File: src/rtl/lpt_pkg.sv
package lpt_pkg;
  localparam int unsigned ADDR_W = 4;
  localparam int unsigned NEV    = 5;

  typedef enum logic [1:0] {
    RM_FREE   = 2'd0,
    RM_ONCE   = 2'd1,
    RM_RELOAD = 2'd2,
    RM_PAIR   = 2'd3
  } rmode_e;

  localparam logic [ADDR_W-1:0] AD_CTRL = 4'd0;
  localparam logic [ADDR_W-1:0] AD_CMD  = 4'd1;
  localparam logic [ADDR_W-1:0] AD_STAT = 4'd2;
  localparam logic [ADDR_W-1:0] AD_CNT  = 4'd3;
  localparam logic [ADDR_W-1:0] AD_CMP0 = 4'd4;
  localparam logic [ADDR_W-1:0] AD_CMP1 = 4'd5;
  localparam logic [ADDR_W-1:0] AD_REP0 = 4'd6;
  localparam logic [ADDR_W-1:0] AD_REP1 = 4'd7;
  localparam logic [ADDR_W-1:0] AD_FLAG = 4'd8;
  localparam logic [ADDR_W-1:0] AD_FSET = 4'd9;
  localparam logic [ADDR_W-1:0] AD_FCLR = 4'd10;
  localparam logic [ADDR_W-1:0] AD_IEN  = 4'd11;

  localparam int unsigned EV_CMP0  = 0;
  localparam int unsigned EV_CMP1  = 1;
  localparam int unsigned EV_UNDER = 2;
  localparam int unsigned EV_REP0  = 3;
  localparam int unsigned EV_REP1  = 4;

  localparam int unsigned CB_START = 0;
  localparam int unsigned CB_STOP  = 1;
  localparam int unsigned CB_CLEAR = 2;

  localparam int unsigned CF_TOPEN  = 2;
  localparam int unsigned CF_TOPBUF = 3;
endpackage

File: src/rtl/rpt_cfg.sv
module rpt_cfg
  import lpt_pkg::*;
#(
  parameter int unsigned CNT_W = 16
) (
  input  logic              clk,
  input  logic              rst_n,
  input  logic              wr_en,
  input  logic [ADDR_W-1:0] wr_addr,
  input  logic [CNT_W-1:0]  wr_data,
  input  logic              copy_top,
  output rmode_e            mode,
  output logic              top_en,
  output logic              top_buf,
  output logic [CNT_W-1:0]  cmp0,
  output logic [CNT_W-1:0]  cmp1,
  output logic              cmd_start,
  output logic              cmd_stop,
  output logic              cmd_clear,
  output logic              cnt_wr,
  output logic              rep0_wr,
  output logic              rep1_wr,
  output logic              ien_wr,
  output logic              fset_wr,
  output logic              fclr_wr
);
  logic ctrl_wr, cmp0_wr, cmp1_wr, cmd_wr;

  always_comb begin
    ctrl_wr   = wr_en && (wr_addr == AD_CTRL);
    cmd_wr    = wr_en && (wr_addr == AD_CMD);
    cmp0_wr   = wr_en && (wr_addr == AD_CMP0);
    cmp1_wr   = wr_en && (wr_addr == AD_CMP1);
    cnt_wr    = wr_en && (wr_addr == AD_CNT);
    rep0_wr   = wr_en && (wr_addr == AD_REP0);
    rep1_wr   = wr_en && (wr_addr == AD_REP1);
    ien_wr    = wr_en && (wr_addr == AD_IEN);
    fset_wr   = wr_en && (wr_addr == AD_FSET);
    fclr_wr   = wr_en && (wr_addr == AD_FCLR);
    cmd_start = cmd_wr && wr_data[CB_START];
    cmd_stop  = cmd_wr && wr_data[CB_STOP];
    cmd_clear = cmd_wr && wr_data[CB_CLEAR];
  end

  always_ff @(posedge clk) begin
    if (!rst_n) begin
      mode    <= RM_FREE;
      top_en  <= 1'b0;
      top_buf <= 1'b0;
      cmp0    <= '0;
      cmp1    <= '0;
    end else begin
      if (ctrl_wr) begin
        mode    <= rmode_e'(wr_data[1:0]);
        top_en  <= wr_data[CF_TOPEN];
        top_buf <= wr_data[CF_TOPBUF];
      end
      if (cmp0_wr)       cmp0 <= wr_data;
      else if (copy_top) cmp0 <= cmp1;
      if (cmp1_wr)       cmp1 <= wr_data;
    end
  end

  // buffered top moves compare 1 into compare 0
  p_copy_top_r13: assert property (@(posedge clk) disable iff (!rst_n)
    (copy_top && !cmp0_wr) |=> (cmp0 == $past(cmp1)));
endmodule

File: src/rtl/rpt_count.sv
module rpt_count
  import lpt_pkg::*;
#(
  parameter int unsigned CNT_W = 16,
  parameter int unsigned REP_W = 8
) (
  input  logic             clk,
  input  logic             rst_n,
  input  rmode_e           mode,
  input  logic             top_en,
  input  logic             top_buf,
  input  logic [CNT_W-1:0] cmp0,
  input  logic [CNT_W-1:0] cmp1,
  input  logic             cmd_start,
  input  logic             cmd_stop,
  input  logic             cmd_clear,
  input  logic             cnt_wr,
  input  logic             rep0_wr,
  input  logic             rep1_wr,
  input  logic [CNT_W-1:0] wr_data,
  output logic [CNT_W-1:0] cnt,
  output logic [REP_W-1:0] rep0,
  output logic [REP_W-1:0] rep1,
  output logic             running,
  output logic [NEV-1:0]   evt,
  output logic             copy_top
);
  localparam logic [REP_W-1:0] REP_ONE = REP_W'(1);

  logic [CNT_W-1:0] cnt_q, reload_val;
  logic [REP_W-1:0] rep0_q, rep1_q, rep0_after, rep1_after;
  logic             run_q, r1w_q;
  logic             uf, r0_dec, r1_dec, r0_last, r1_last, refill, hw_stop;

  always_comb begin
    uf         = run_q && (cnt_q == '0);
    r0_dec     = uf && (mode != RM_FREE) && (rep0_q != '0);
    r1_dec     = uf && (mode == RM_PAIR) && (rep1_q != '0);
    r0_last    = r0_dec && (rep0_q == REP_ONE);
    r1_last    = r1_dec && (rep1_q == REP_ONE);
    rep0_after = rep0_q - REP_W'(r0_dec);
    rep1_after = rep1_q - REP_W'(r1_dec);
    refill     = uf && (mode == RM_RELOAD) && (rep0_after == '0) && r1w_q;
    hw_stop    = 1'b0;
    if (uf) begin
      unique case (mode)
        RM_ONCE:   hw_stop = (rep0_after == '0);
        RM_RELOAD: hw_stop = (rep0_after == '0) && !r1w_q;
        RM_PAIR:   hw_stop = (rep0_after == '0) && (rep1_after == '0);
        default:   hw_stop = 1'b0;
      endcase
    end
    copy_top   = r0_last && top_buf;
    if (!top_en)       reload_val = '1;
    else if (copy_top) reload_val = cmp1;
    else               reload_val = cmp0;
    evt              = '0;
    evt[EV_CMP0]     = run_q && (cnt_q == cmp0);
    evt[EV_CMP1]     = run_q && (cnt_q == cmp1);
    evt[EV_UNDER]    = uf;
    evt[EV_REP0]     = r0_last;
    evt[EV_REP1]     = r1_last;
  end

  always_ff @(posedge clk) begin
    if (!rst_n) begin
      run_q  <= 1'b0;
      cnt_q  <= '0;
      rep0_q <= '0;
      rep1_q <= '0;
      r1w_q  <= 1'b0;
    end else begin
      if (cmd_stop)       run_q <= 1'b0;
      else if (cmd_start) run_q <= 1'b1;
      else if (hw_stop)   run_q <= 1'b0;

      if (cmd_clear)   cnt_q <= '0;
      else if (cnt_wr) cnt_q <= wr_data;
      else if (uf)     cnt_q <= reload_val;
      else if (run_q)  cnt_q <= cnt_q - CNT_W'(1);

      if (rep0_wr)     rep0_q <= wr_data[REP_W-1:0];
      else if (refill) rep0_q <= rep1_q;
      else             rep0_q <= rep0_after;

      if (rep1_wr) rep1_q <= wr_data[REP_W-1:0];
      else         rep1_q <= rep1_after;

      if (rep1_wr)     r1w_q <= 1'b1;
      else if (refill) r1w_q <= 1'b0;
    end
  end

  assign cnt     = cnt_q;
  assign rep0    = rep0_q;
  assign rep1    = rep1_q;
  assign running = run_q;

  p_hold_r2: assert property (@(posedge clk) disable iff (!rst_n)
    (!run_q && !cnt_wr && !cmd_clear) |=> (cnt_q == $past(cnt_q)));
  p_dec_r2: assert property (@(posedge clk) disable iff (!rst_n)
    (run_q && (cnt_q != '0) && !cnt_wr && !cmd_clear) |=> (cnt_q == $past(cnt_q) - CNT_W'(1)));
  p_wrap_r3: assert property (@(posedge clk) disable iff (!rst_n)
    (uf && !top_en && !cnt_wr && !cmd_clear) |=> (cnt_q == '1));
  p_free_r4: assert property (@(posedge clk) disable iff (!rst_n)
    (run_q && (mode == RM_FREE) && !cmd_stop) |=> run_q);
  p_once_stop_r5: assert property (@(posedge clk) disable iff (!rst_n)
    (uf && (mode == RM_ONCE) && (rep0_q <= REP_ONE) && !cmd_start) |=> !run_q);
  p_refill_r6: assert property (@(posedge clk) disable iff (!rst_n)
    (uf && (mode == RM_RELOAD) && (rep0_q == REP_ONE) && r1w_q && !rep0_wr && !rep1_wr)
      |=> ((rep0_q == $past(rep1_q)) && !r1w_q));
  p_pair_stop_r7: assert property (@(posedge clk) disable iff (!rst_n)
    (uf && (mode == RM_PAIR) && (rep0_q <= REP_ONE) && (rep1_q <= REP_ONE) && !cmd_start) |=> !run_q);
  p_zero_rep_r8: assert property (@(posedge clk) disable iff (!rst_n)
    (uf && (rep0_q == '0) && (mode != RM_RELOAD) && !rep0_wr) |=> (rep0_q == '0));
  p_stop_wins_r9: assert property (@(posedge clk) disable iff (!rst_n)
    cmd_stop |=> !run_q);
  p_clear_r9: assert property (@(posedge clk) disable iff (!rst_n)
    cmd_clear |=> (cnt_q == '0));
endmodule

File: src/rtl/rpt_irq.sv
module rpt_irq
  import lpt_pkg::*;
(
  input  logic           clk,
  input  logic           rst_n,
  input  logic [NEV-1:0] evt,
  input  logic           ien_wr,
  input  logic           fset_wr,
  input  logic           fclr_wr,
  input  logic [NEV-1:0] wbits,
  output logic [NEV-1:0] flags,
  output logic [NEV-1:0] ien,
  output logic           irq
);
  for (genvar b = 0; b < NEV; b++) begin : g_flag
    logic hit_set, hit_clr;
    assign hit_set = evt[b] || (fset_wr && wbits[b]);
    assign hit_clr = fclr_wr && wbits[b];
    always_ff @(posedge clk) begin
      if (!rst_n)       flags[b] <= 1'b0;
      else if (hit_set) flags[b] <= 1'b1;
      else if (hit_clr) flags[b] <= 1'b0;
    end
  end

  always_ff @(posedge clk) begin
    if (!rst_n) begin
      ien <= '0;
      irq <= 1'b0;
    end else begin
      if (ien_wr) ien <= wbits;
      irq <= |(flags & ien);
    end
  end

  p_flag_set_r11: assert property (@(posedge clk) disable iff (!rst_n)
    (|evt) |=> ((flags & $past(evt)) == $past(evt)));
  p_irq_src_r12: assert property (@(posedge clk) disable iff (!rst_n)
    irq |-> ($past(flags) != '0));
endmodule

File: src/rtl/rpt_downtimer.sv
module rpt_downtimer
  import lpt_pkg::*;
#(
  parameter int unsigned CNT_W = 16,
  parameter int unsigned REP_W = 8
) (
  input  logic             clk,
  input  logic             rst_n,
  input  logic             wr_en,
  input  logic [3:0]       wr_addr,
  input  logic [CNT_W-1:0] wr_data,
  input  logic [3:0]       rd_addr,
  output logic [CNT_W-1:0] rd_data,
  output logic [4:0]       evt,
  output logic             running,
  output logic             irq
);
  rmode_e           mode;
  logic             top_en, top_buf, copy_top;
  logic [CNT_W-1:0] cmp0, cmp1, cnt;
  logic [REP_W-1:0] rep0, rep1;
  logic             cmd_start, cmd_stop, cmd_clear, cnt_wr, rep0_wr, rep1_wr;
  logic             ien_wr, fset_wr, fclr_wr;
  logic [NEV-1:0]   flags, ien;

  rpt_cfg #(.CNT_W(CNT_W)) u_cfg (
    .clk(clk), .rst_n(rst_n), .wr_en(wr_en), .wr_addr(wr_addr), .wr_data(wr_data),
    .copy_top(copy_top), .mode(mode), .top_en(top_en), .top_buf(top_buf),
    .cmp0(cmp0), .cmp1(cmp1), .cmd_start(cmd_start), .cmd_stop(cmd_stop),
    .cmd_clear(cmd_clear), .cnt_wr(cnt_wr), .rep0_wr(rep0_wr), .rep1_wr(rep1_wr),
    .ien_wr(ien_wr), .fset_wr(fset_wr), .fclr_wr(fclr_wr)
  );

  rpt_count #(.CNT_W(CNT_W), .REP_W(REP_W)) u_count (
    .clk(clk), .rst_n(rst_n), .mode(mode), .top_en(top_en), .top_buf(top_buf),
    .cmp0(cmp0), .cmp1(cmp1), .cmd_start(cmd_start), .cmd_stop(cmd_stop),
    .cmd_clear(cmd_clear), .cnt_wr(cnt_wr), .rep0_wr(rep0_wr), .rep1_wr(rep1_wr),
    .wr_data(wr_data), .cnt(cnt), .rep0(rep0), .rep1(rep1), .running(running),
    .evt(evt), .copy_top(copy_top)
  );

  rpt_irq u_irq (
    .clk(clk), .rst_n(rst_n), .evt(evt), .ien_wr(ien_wr), .fset_wr(fset_wr),
    .fclr_wr(fclr_wr), .wbits(wr_data[NEV-1:0]), .flags(flags), .ien(ien), .irq(irq)
  );

  always_comb begin
    rd_data = '0;
    case (rd_addr)
      AD_CTRL: rd_data[3:0]       = {top_buf, top_en, mode};
      AD_STAT: rd_data[0]         = running;
      AD_CNT:  rd_data            = cnt;
      AD_CMP0: rd_data            = cmp0;
      AD_CMP1: rd_data            = cmp1;
      AD_REP0: rd_data[REP_W-1:0] = rep0;
      AD_REP1: rd_data[REP_W-1:0] = rep1;
      AD_FLAG: rd_data[NEV-1:0]   = flags;
      AD_IEN:  rd_data[NEV-1:0]   = ien;
      default: rd_data            = '0;
    endcase
  end

  p_quiet_stopped_r10: assert property (@(posedge clk) disable iff (!rst_n)
    !running |-> (evt == '0));
endmodule

File: config.mk
export PLATFORM = sky130hd
export DESIGN_NAME = rpt_downtimer
export DESIGN_NICKNAME = d
export VERILOG_FILES = /design/src/rtl/lpt_pkg.sv /design/src/rtl/rpt_cfg.sv /design/src/rtl/rpt_count.sv /design/src/rtl/rpt_irq.sv /design/src/rtl/rpt_downtimer.sv
export SDC_FILE = /design/constraint.sdc
export NUM_CORES = 1
export LEC_CHECK = 0
export ABC_AREA = 1
export BUFFER_PORTS_ARGS = -buffer_cell sky130_fd_sc_hd__clkbuf_2
export CAP_MARGIN = 10
export CORE_ASPECT_RATIO = 0.9
export CORE_MARGIN = 8
export CORE_UTILIZATION = 41
export CTS_CLUSTER_DIAMETER = 100
export DETAILED_ROUTE_END_ITERATION = 8
export GPL_TIMING_DRIVEN = 0
export HOLD_SLACK_MARGIN = 0.05
export PLACE_DENSITY_LB_ADDON = 0.1
export SLEW_MARGIN = 20
export SYNTH_ARGS = -nofsm -noshare
export SYNTH_HDL_FRONTEND = slang
export SYNTH_SLANG_ARGS = --single-unit
File: constraint.sdc
create_clock -name clk -period 3.3 [get_ports clk]
set_clock_uncertainty 0.15 [all_clocks]
set_input_delay 0.495 -clock clk [delete_from_list [all_inputs] [get_ports clk]]
set_output_delay 0.495 -clock clk [all_outputs]
set_load 0.005 [all_outputs]
# Word level (Yosys, flattened, before mapping)
# Index checks and enable logic that the tools add are counted.
[word_totals]
input_bits = 27
n_memories = 0
rom_bits = 0
regBits = 81
output_inout_bits = 23
latch_bits = 0
ramBits = 0
wordCells = 139
[classes]
muxes = 30
n_bitwise = 2
eq_ne = 24
n_mul = 0
reduce_logical = 63
div_mod_pow = 0
order_cmp = 0
n_shift = 0
add_sub_neg = 3
[op_table]
columns = ["op", "count"]
rows = [
  ["$mux 16", 6],
  ["$logic_and 1x1->1", 38],
  ["$eq 16x16->1", 2],
  ["$eq 4x3->1 const B", 8],
  ["$mux 8", 3],
  ["$pmux 3 s8", 1],
  ["$pmux 8 s3", 1],
  ["$eq 4x4->1 const B", 5],
  ["$eq 8x1->1 const B", 2],
  ["$logic_not 16->1", 1],
  ["$logic_not 8->1", 2],
  ["$reduce_bool 2->1", 8],
  ["$reduce_bool 8->1", 2],
  ["$sub 16x1->16 const B", 1],
  ["$sub 8x1->8", 2],
  ["$mux 1", 15],
  ["$pmux 3 s5", 1],
  ["$eq 4x2->1 const B", 3],
  ["$pmux 1 s9", 1],
  ["$logic_not 4->1", 2],
  ["$pmux 1 s7", 1],
  ["$and 5x5->5", 1],
  ["$logic_or 1x1->1", 5],
  ["$reduce_or 5->1", 1],
  ["other kinds (8)", 10],
]

# Logic depth before layout (Yosys ltp)
# Gate-level depths: netlist of run 1.
[depth]
word_depth = 11
mapped_depth = 24
depth_no_buf = 24

# By module
# Synthesis of run 1 repeated with hierarchy kept, for this count alone.
[hier_totals]
hier_cells = 959
area_unflattened_um2 = 5856.9
[modules_own_cells]
columns = ["mod", "cells_per_inst", "area_per_inst_um2", "seq_area_each_um2", "n_inst"]
rows = [
  ["rpt_count", 493, 3055.4, 680.7, 1],
  ["rpt_cfg", 252, 1704.1, 720.7, 1],
  ["rpt_downtimer", 157, 684.4, 0.0, 1],
  ["rpt_irq", 57, 412.9, 220.2, 1],
]

# Worst setup path before layout of run 1
# OpenSTA, ideal clock, no wires.
[synth_timing]
path_type = "reg2reg"
from = "register u_count.cnt_q[1], in the netlist u_count.cnt[1]"
to = "register u_count.rep0_q[4], in the netlist u_count.rep0[4]"
n_path_buf = 0
path_slack_ps = 380
arrival_time_ps = 2700
setup_ps = 70
path_stages_with_launch = 25
synth_period_minus_slack_ps = 2920
required_time_ps = 3080
cell_sequence = "dfxtp_1 > inv_1 > ha_1 > nand2_1 > inv_1 > nand2_1 > nor2_2 > nand2_4 > nor2_8 > inv_1 > nor2_1 > ha_1 > ha_1 > inv_1 > nand2_1 > nand2_1 > nor2_1 > nand3_1 > nor2_1 > nand2_1 > nor2_2 > nand3_2 > nor2_1 > nor2_1 > a21oi_1"
[synth_between]
elab_chain_len = 10
elab_cells_between_ends = 11
cone_classes = "add/sub (1); mux (2); reduce/logical (8)"
[synth_lines]
columns = ["element", "line", "rtl"]
rows = [
  ["from (decl)", "rpt_count.sv:30", "logic [CNT_W-1:0] cnt_q, reload_val;"],
  ["from (signal assigned)", "rpt_count.sv:78", "else if (cnt_wr) cnt_q <= wr_data;"],
  ["from (signal assigned)", "rpt_count.sv:79", "else if (uf) cnt_q <= reload_val;"],
  ["from (signal assigned)", "rpt_count.sv:80", "else if (run_q) cnt_q <= cnt_q - CNT_W'(1);"],
  ["$logic_not 16->1 (*)", "rpt_count.sv:36", "uf = run_q && (cnt_q == '0);"],
  ["$logic_and 1x1->1 (*)", "rpt_count.sv:36", ""],
  ["$logic_and 1x1->1 (2 in series)", "rpt_count.sv:37", "r0_dec = uf && (mode != RM_FREE) && (rep0_q != '0);"],
  ["$sub 8x1->8", "rpt_count.sv:41", "rep0_after = rep0_q - REP_W'(r0_dec);"],
  ["$logic_not 8->1", "rpt_count.sv:43", "refill = uf && (mode == RM_RELOAD) && (rep0_after == '0) && r1w_q;"],
  ["$logic_and 1x1->1 (2 in series)", "rpt_count.sv:43", ""],
  ["$mux 8 (*)", "rpt_count.sv:83", "else if (refill) rep0_q <= rep1_q;"],
  ["$mux 8 (*)", "rpt_count.sv:82", "if (rep0_wr) rep0_q <= wr_data[REP_W-1:0];"],
  ["to (signal assigned)", "rpt_count.sv:82", ""],
  ["to (signal assigned)", "rpt_count.sv:83", ""],
  ["to (signal assigned)", "rpt_count.sv:84", "else rep0_q <= rep0_after;"],
  ["to (decl)", "rpt_count.sv:31", "logic [REP_W-1:0] rep0_q, rep1_q, rep0_after, rep1_after;"],
]
# Every way passes the cells marked *; elsewhere a longest branch is shown, timed or not.
# A chain may end at the register's enable or synchronous reset.

# Worst setup path after layout of run 1
[layout_timing]
from = "register u_count.cnt_q[0], in the netlist u_count.cnt[0]"
to = "register u_count.rep0_q[2], in the netlist u_count.rep0[2]"
# The elaborated chain is that of the path after synthesis.

==> results of run 1 <==
per-layer routing:
| layer | routed length (um) | share of wire (%) | vias up |
|---|---|---|---|
| met2 | 9480 | 40 | 364 |
| met4 | 482 | 2.0 | 0 |
| li1 | - | - | 3135 |
| met3 | 2710 | 12 | 30 |
| met1 | 10900 | 46 | 3034 |
| met5 | 0 | 0 | - |
cell usage after synthesis, drive strengths merged, types with 6 or more instances:
cell	instances	share of area, %
nand4	20	2.2
clkbuf	20	1.3
nand2	149	10
xor2	12	1.8
buf	12	1.8
o211ai	19	2.6
o22ai	28	3.1
o221ai	12	1.8
ha	7	1.5
o21ai	85	8.3
inv	164	11
nor4	9	0.98
xnor2	6	0.92
a221oi	10	1.5
o2111ai	7	1.1
nor2	104	8.2
a21oi	81	7.1
dfxtp	81	28
nand3	30	2.9
nor3	15	1.8
cells by family (layout without fill, tap and decap cells):
kind of cell | count (synthesis) | after routing | synth area share [%]
XOR/XNOR | 18 | 18 | 2.75
flip-flops | 81 | 81 | 28.3
adder cells (fa/ha/maj) | 7 | 7 | 1.53
AND/OR/NAND/NOR | 330 | 330 | 26.4
buffers and inverters | 196 | 276 | 13.9
AO/OA/AOI/OAI | 254 | 254 | 27.1
layout by cell type, fill, tap and decap left out, drive strengths merged, types with 15 or more instances in the layout:
| cell type | Yosys | final |
|---|---|---|
| dfxtp | 81 | 81 |
| nand2 | 149 | 149 |
| nand4 | 20 | 20 |
| o211ai | 19 | 19 |
| nand3 | 30 | 30 |
| nor2 | 104 | 104 |
| inv | 164 | 164 |
| o22ai | 28 | 28 |
| nor3 | 15 | 15 |
| a21oi | 81 | 81 |
| o21ai | 85 | 85 |
| buf | 12 | 26 |
| clkbuf | 20 | 81 |
per-stage QoR:
| step | std cells | hold slack [ps] | instance area [um^2] |
|---|---|---|---|
| 2_1_floorplan | 886 | 299 | 5720 |
| 3_3_place_gp | 1107 | 341 | 6180 |
| 3_5_place_dp | 1107 | 342 | 6180 |
| 4_1_cts | 1124 | 250 | 6480 |
| 5_1_grt | 1138 | 283 | 6680 |
| 6_report | 1138 | 256 | 6680 |
power breakdown:
group	switching [mW]	internal, mW
Sequential	0.0272	0.999
Combinational	0.258	0.125
Clock	0.456	0.529
final cells by class:
cell class | instances | area share [%]
Buffer | 32 | 2.73
Clock buffer | 11 | 3.63
Clock inverter | 5 | 0.468
Inverter | 164 | 9.25
Multi-Input combinational cell | 609 | 51.0
Sequential cell | 81 | 24.4
Tap cell | 172 | 3.22
Timing Repair Buffer | 64 | 5.35
sequential cells by signal, indices dropped and copies added (netlist names):
name	cells
u_cfg.cmp0	16
u_cfg.cmp1	16
u_count.cnt	16
u_count.rep0	8
u_count.rep1	8
u_irq.flags	5
u_irq.ien	5
u_cfg.mode	2
u_cfg.top_buf	1
u_cfg.top_en	1
u_count.r1w_q	1
u_count.running	1
u_irq.irq	1
timing repair:
action / CTS / global route
pin swaps: 0 / 14
setup buffers: 1 / 14
endpoints found under the setup margin: 10 / 10
endpoints found under the hold margin: 0 / 0
gates resized for setup: 7 / 28
worst max path at each step:
| stage | endpoint | cells past startpoint |
|---|---|---|
| floorplan | u_count.rep0[4] | 24 |
| global route | u_count.rep0[2] | 24 |
| global placement | u_count.rep0[5] | 24 |
| CTS | u_count.rep0[5] | 24 |
| finish | u_count.rep0[2] | 24 |
| detailed placement | u_count.rep0[5] | 24 |
worst max-delay path: stages (launching register included):
cell and delay, ps:
dfxtp_4 360, inv_4 70, ha_4 160, nand2_2 60
inv_2 50, nand2_2 50, nor2_4 120, nand2_4 100
nor2_8 150, inv_2 50, nor2_2 100, ha_2 220
ha_4 160, inv_1 40, nand2_1 40, nand2_1 60
nor2_1 120, nand3_1 80, nor2_1 160, nand2_2 100
nor2_4 190, nand3_4 170, nand2_2 120, nand3_2 60
a21oi_2 140
==> out/qor.yml, run 1 <==
place_ws_ps: -297
synth_cell_types: 43
async_reset_ff_share_pct: 0
core_um2: 13900
cp.required_ps: 3440
dieArea_um2: 18000
fin_nets: 995
cts_tree: "built"
synth_warnings: 0
postCtsHoldBufs: 0
finalHoldViolCount: 0
antenna_cells: 0
tns_ps: 0
num_vias: 6563
power.density_nw_per_um2: 358
gr-usage-met2_pct: 36.5
drc: 0
synth-edff-count: 0
maxSlewHeadroom_pct: 44.0
fin_ws_ps: 148
syn_area_um2: 5720
hold_class: "primary input to flip-flop"
min_path_cells: 3
area_growth_pct: 16.8
regArea_um2: 1630
seq_area_frac_synth_pct: 28.3
antenna_found_initial: 0
regToRegStartpoint: "u_count.cnt[0]"
drt_iter0_drc: 729
ys_ff_latch: 81
cts_root_buffer: "clkbuf_16"
io_buffer_count: 49
ant_nets: 0
cts_sinks: 81
r2r_cells: 24
r2r_slack_ps: 150
power.total_mw: 2.39
hpwl_um: 18000
setup_viol: 0
synthCells: 886
wl_um: 23600
hold_end: "u_cfg.cmp1[13]"
crit_path_max_fanout: 6
p_leak_nw: 2.97
final_util_pct: 48.3
grt_pass1_wl_um: 35000
met1_usage_pct: 37.2
final.fill_count: 1463
multi_input_area_um2: 3410
htreeDepth: 3
outcome: "finished, final reports clean"
viasPerCell: 5.77
die_y_um: 128
start_util_pct: 41.3
worstSkewPairLatency_ps: 360
startpoint: "u_count.cnt[0]"
syn_nets: 920
clk_pin_slew_ps: 70
wire_per_inst_um: 20.7
max-vdd-ir-drop_mv: 0.273
grt_pass1_vias: 5839
final_layout_size_suffix_gt1_share_pct: 15.7
grt_max_degree: 14
critPathCaptureType: "flip-flop"
cts_buffers: 9
critPathKind: "flip-flop to flip-flop"
drtPass1Iterations: 5
synthFlopType: "dfxtp_1"
worst-slew-pin-transition_ps: 841
pin_count: 50
cts_buffer_depth: 2
grt_usage_pct: 26.0
overflow: 0
r2r-end: "u_count.rep0[2]"
worstHoldStart: "wr_data[13]"
drv_cap: 0
setup.worst_path.start_class: "flip-flop"
period_share_pct: 95.5
rows: 41
timing.fmax_ghz: 0.317
fp.dieW_um: 141
syn_avg_cell_area_um2: 6.46
busiest_layer: "met1"
gr-usage-met3_pct: 7.41
fin_crit_ps: 3150
arrival_ps: 3300
slew_violations: 0
gp_congestion: 1.01
No activity file was read; power rests on OpenSTA's default activity.
==> run 2: changes to the inputs <==
clock period = 4.06 ns   (was 3.3 ns; I/O delays follow)
==> run 2 against run 1 <==
Effect of this change:
- maximum frequency shrank 12%
- global-route usage hardly changed
- die area unchanged
- sequential share of layout area grew 0.73 points
- count of clock-buffer cells in the layout unchanged
- critical path depth down 4
- critical endpoint is now u_count.running
- worst hold slack better by 91 ps
- highest routed layer unchanged
- register-to-register slack gained 320 ps
- combinational power down 23%
- sequential cell count unchanged
- power decreased by 19%
==> out/qor.yml, run 2 (synthesis gave the netlist of run 1 again) <==
crit_path_max_fanout: 10  # +4
htreeDepth: 3  # unchanged
pin_count: 50  # unchanged
clk_pin_slew_ps: 70  # about the same
start_util_pct: 41.3  # unchanged
gp_congestion: 1.01  # unchanged
drtPass1Iterations: 5  # unchanged
maxSlewHeadroom_pct: 45.1  # +1.1 points
area_growth_pct: 12.8
final_layout_size_suffix_gt1_share_pct: 12.2  # -3.5 points
num_vias: 6438  # -1.9%
final.fill_count: 1483  # +1.4%
place_ws_ps: 463  # +760 ps
timing.fmax_ghz: 0.278  # -12%
whs_ps: 347  # +90.9 ps
fin_crit_ps: 3600  # +443 ps
rows: 41  # unchanged
outcome: "finished, final reports clean"
power.density_nw_per_um2: 299  # -17%
grt_max_degree: 14  # unchanged
fin_ws_ps: 465  # +317 ps
grt_pass1_vias: 5832  # -0.12%
drv_cap: 0  # unchanged
fin_nets: 980  # -1.5%
viasPerCell: 5.73  # -0.59%
clkPwrFrac_pct: 41.4  # +0.2 points
arrival_ps: 3690  # +390 ps
rsz0062_at_grt: "false"
setup.worst_path.start_class: "flip-flop"
instances_no_fill: 1123  # -1.3%
cts_tree: "built"
slew_violations: 0  # unchanged
finalHoldViolCount: 0  # unchanged
critPathKind: "flip-flop to flip-flop"
antenna_found_initial: 0  # unchanged
crit_path_frequent_cell: "nand2_1"
drt_iter0_drc: 755  # +3.6%
overflow: 0  # unchanged
worst-slew-pin-transition_ps: 824  # -17.2 ps
die_y_um: 128  # unchanged
swShare_pct: 30.8  # -0.13 points
cts_sinks: 81  # unchanged
fp.dieW_um: 141  # unchanged
fin_area_um2: 6460  # -3.4%
worstPathCellList: "inv_2 -> ha_1 -> nand2_1 -> inv_1 -> nand2_1 -> nor2_2 -> nand2_4 -> clkbuf_1 -> nor3_1 -> ha_1 -> ha_1 -> xor2_1 -> nor3_1 -> nand3_1 -> nor2_1 -> nand2_1 -> nand2_1 -> nand2_1 -> nand2_1 -> a21oi_1"
wire_per_inst_um: 20.8  # +0.25%
pwr-share-seq_pct: 43.2  # +0.3 points
final_common_cell: "inv_1"
netSwitchingPower_uw: 595  # -20%
critPathSlowestCell: "clkbuf_1"
layout_common_cells: "inv_1 (159), nand2_1 (146), nor2_1 (92)"
power_frac_comb_pct: 15.4  # -0.6 points
wl_um: 23300  # -1.1%
setup_viol: 0  # unchanged
period_share_pct: 88.6  # -7.0 points
critPathMaxStageDelay_ps: 620  # +260 ps
critPathCaptureType: "flip-flop"
grt_pass1_wl_um: 35000  # about the same
hpwl_um: 18000  # unchanged
p_int_mw: 1.34  # -19%
cts_buffers: 9  # unchanged
hold_class: "flip-flop to flip-flop"
power.total_mw: 1.93  # -19%
max-vdd-ir-drop_mv: 0.223  # -18%
cp.required_ps: 4150  # +710 ps
ant_nets: 0  # unchanged
p_leak_nw: 2.89  # -2.6%
io_buffer_count: 49  # unchanged
core_um2: 13900  # unchanged
drc: 0  # unchanged
cts_buffer_depth: 2  # unchanged
postCtsHoldBufs: 0  # unchanged
antenna_cells: 0  # unchanged
grt_usage_pct: 26.0  # about the same
dp.cells: 1107  # unchanged
dieArea_um2: 18000  # unchanged
place_area_um2: 6180  # unchanged
final_util_pct: 46.6  # -1.6 points
cts_root_buffer: "clkbuf_16"
tns_ps: 0  # unchanged
worstSkewPairLatency_ps: 360  # about the same
## run 2: path summary, 6_finish.rpt
| check | start | endpoint | slack, ps | depth (start not counted) |
|---|---|---|---|---|
| worst min-delay path | u_irq.flags[4] | u_irq.irq | 350 | 2 |
| worst min register to register | u_irq.flags[4] | u_irq.irq | 350 | 2 |
| worst max-delay path | u_count.cnt[1] | u_count.running | 460 | 20 |
| worst max register to register | u_count.cnt[1] | u_count.running | 460 | 20 |
## run 2: final cells by class
type | count | area (um^2) | area share [%]
Buffer | 32 | 179 | 2.77
Clock buffer | 11 | 243 | 3.76
Clock inverter | 5 | 31.3 | 0.484
Inverter | 164 | 616 | 9.53
Multi-Input combinational cell | 609 | 3310 | 51.2
Sequential cell | 81 | 1620 | 25.1
Tap cell | 172 | 215 | 3.33
Timing Repair Buffer | 49 | 245 | 3.80
## run 2: worst max-delay path: cells and delay by family, from the launching register on
kind | cells | cell delay [ps]
AND/OR/NAND/NOR | 12 | 1140
AO/OA/AOI/OAI | 1 | 70
XOR/XNOR | 1 | 170
buffers and inverters | 3 | 780
adder cells (fa/ha/maj) | 3 | 710
flip-flops | 1 | 440
## run 2: timing repair
item / 4_1_cts / 5_1_grt
resized for setup: 0 / 1
setup buffers: 0 / 0
endpoints found under the setup margin: 0 / 3
## run 2: power groups by stage
stage / logic, mW / clock network, mW / registers (mW)
2_1_floorplan: 0.193 / 0 / 0.844
3_3_place_gp: 0.288 / 0 / 0.851
3_5_place_dp: 0.286 / 0 / 0.851
4_1_cts: 0.288 / 0.811 / 0.833
5_1_grt: 0.323 / 0.833 / 0.836
6_report: 0.296 / 0.800 / 0.834
## run 2: routing by layer
metal	share of wire (%)	track usage, %	wire length, um	vias to the layer above
met5	0	0	0	-
met4	2.0	8.21	478	0
met3	12	7.41	2710	33
met2	40	36.5	9220	348
met1	47	37.2	10900	2950
li1	-	-	-	3107
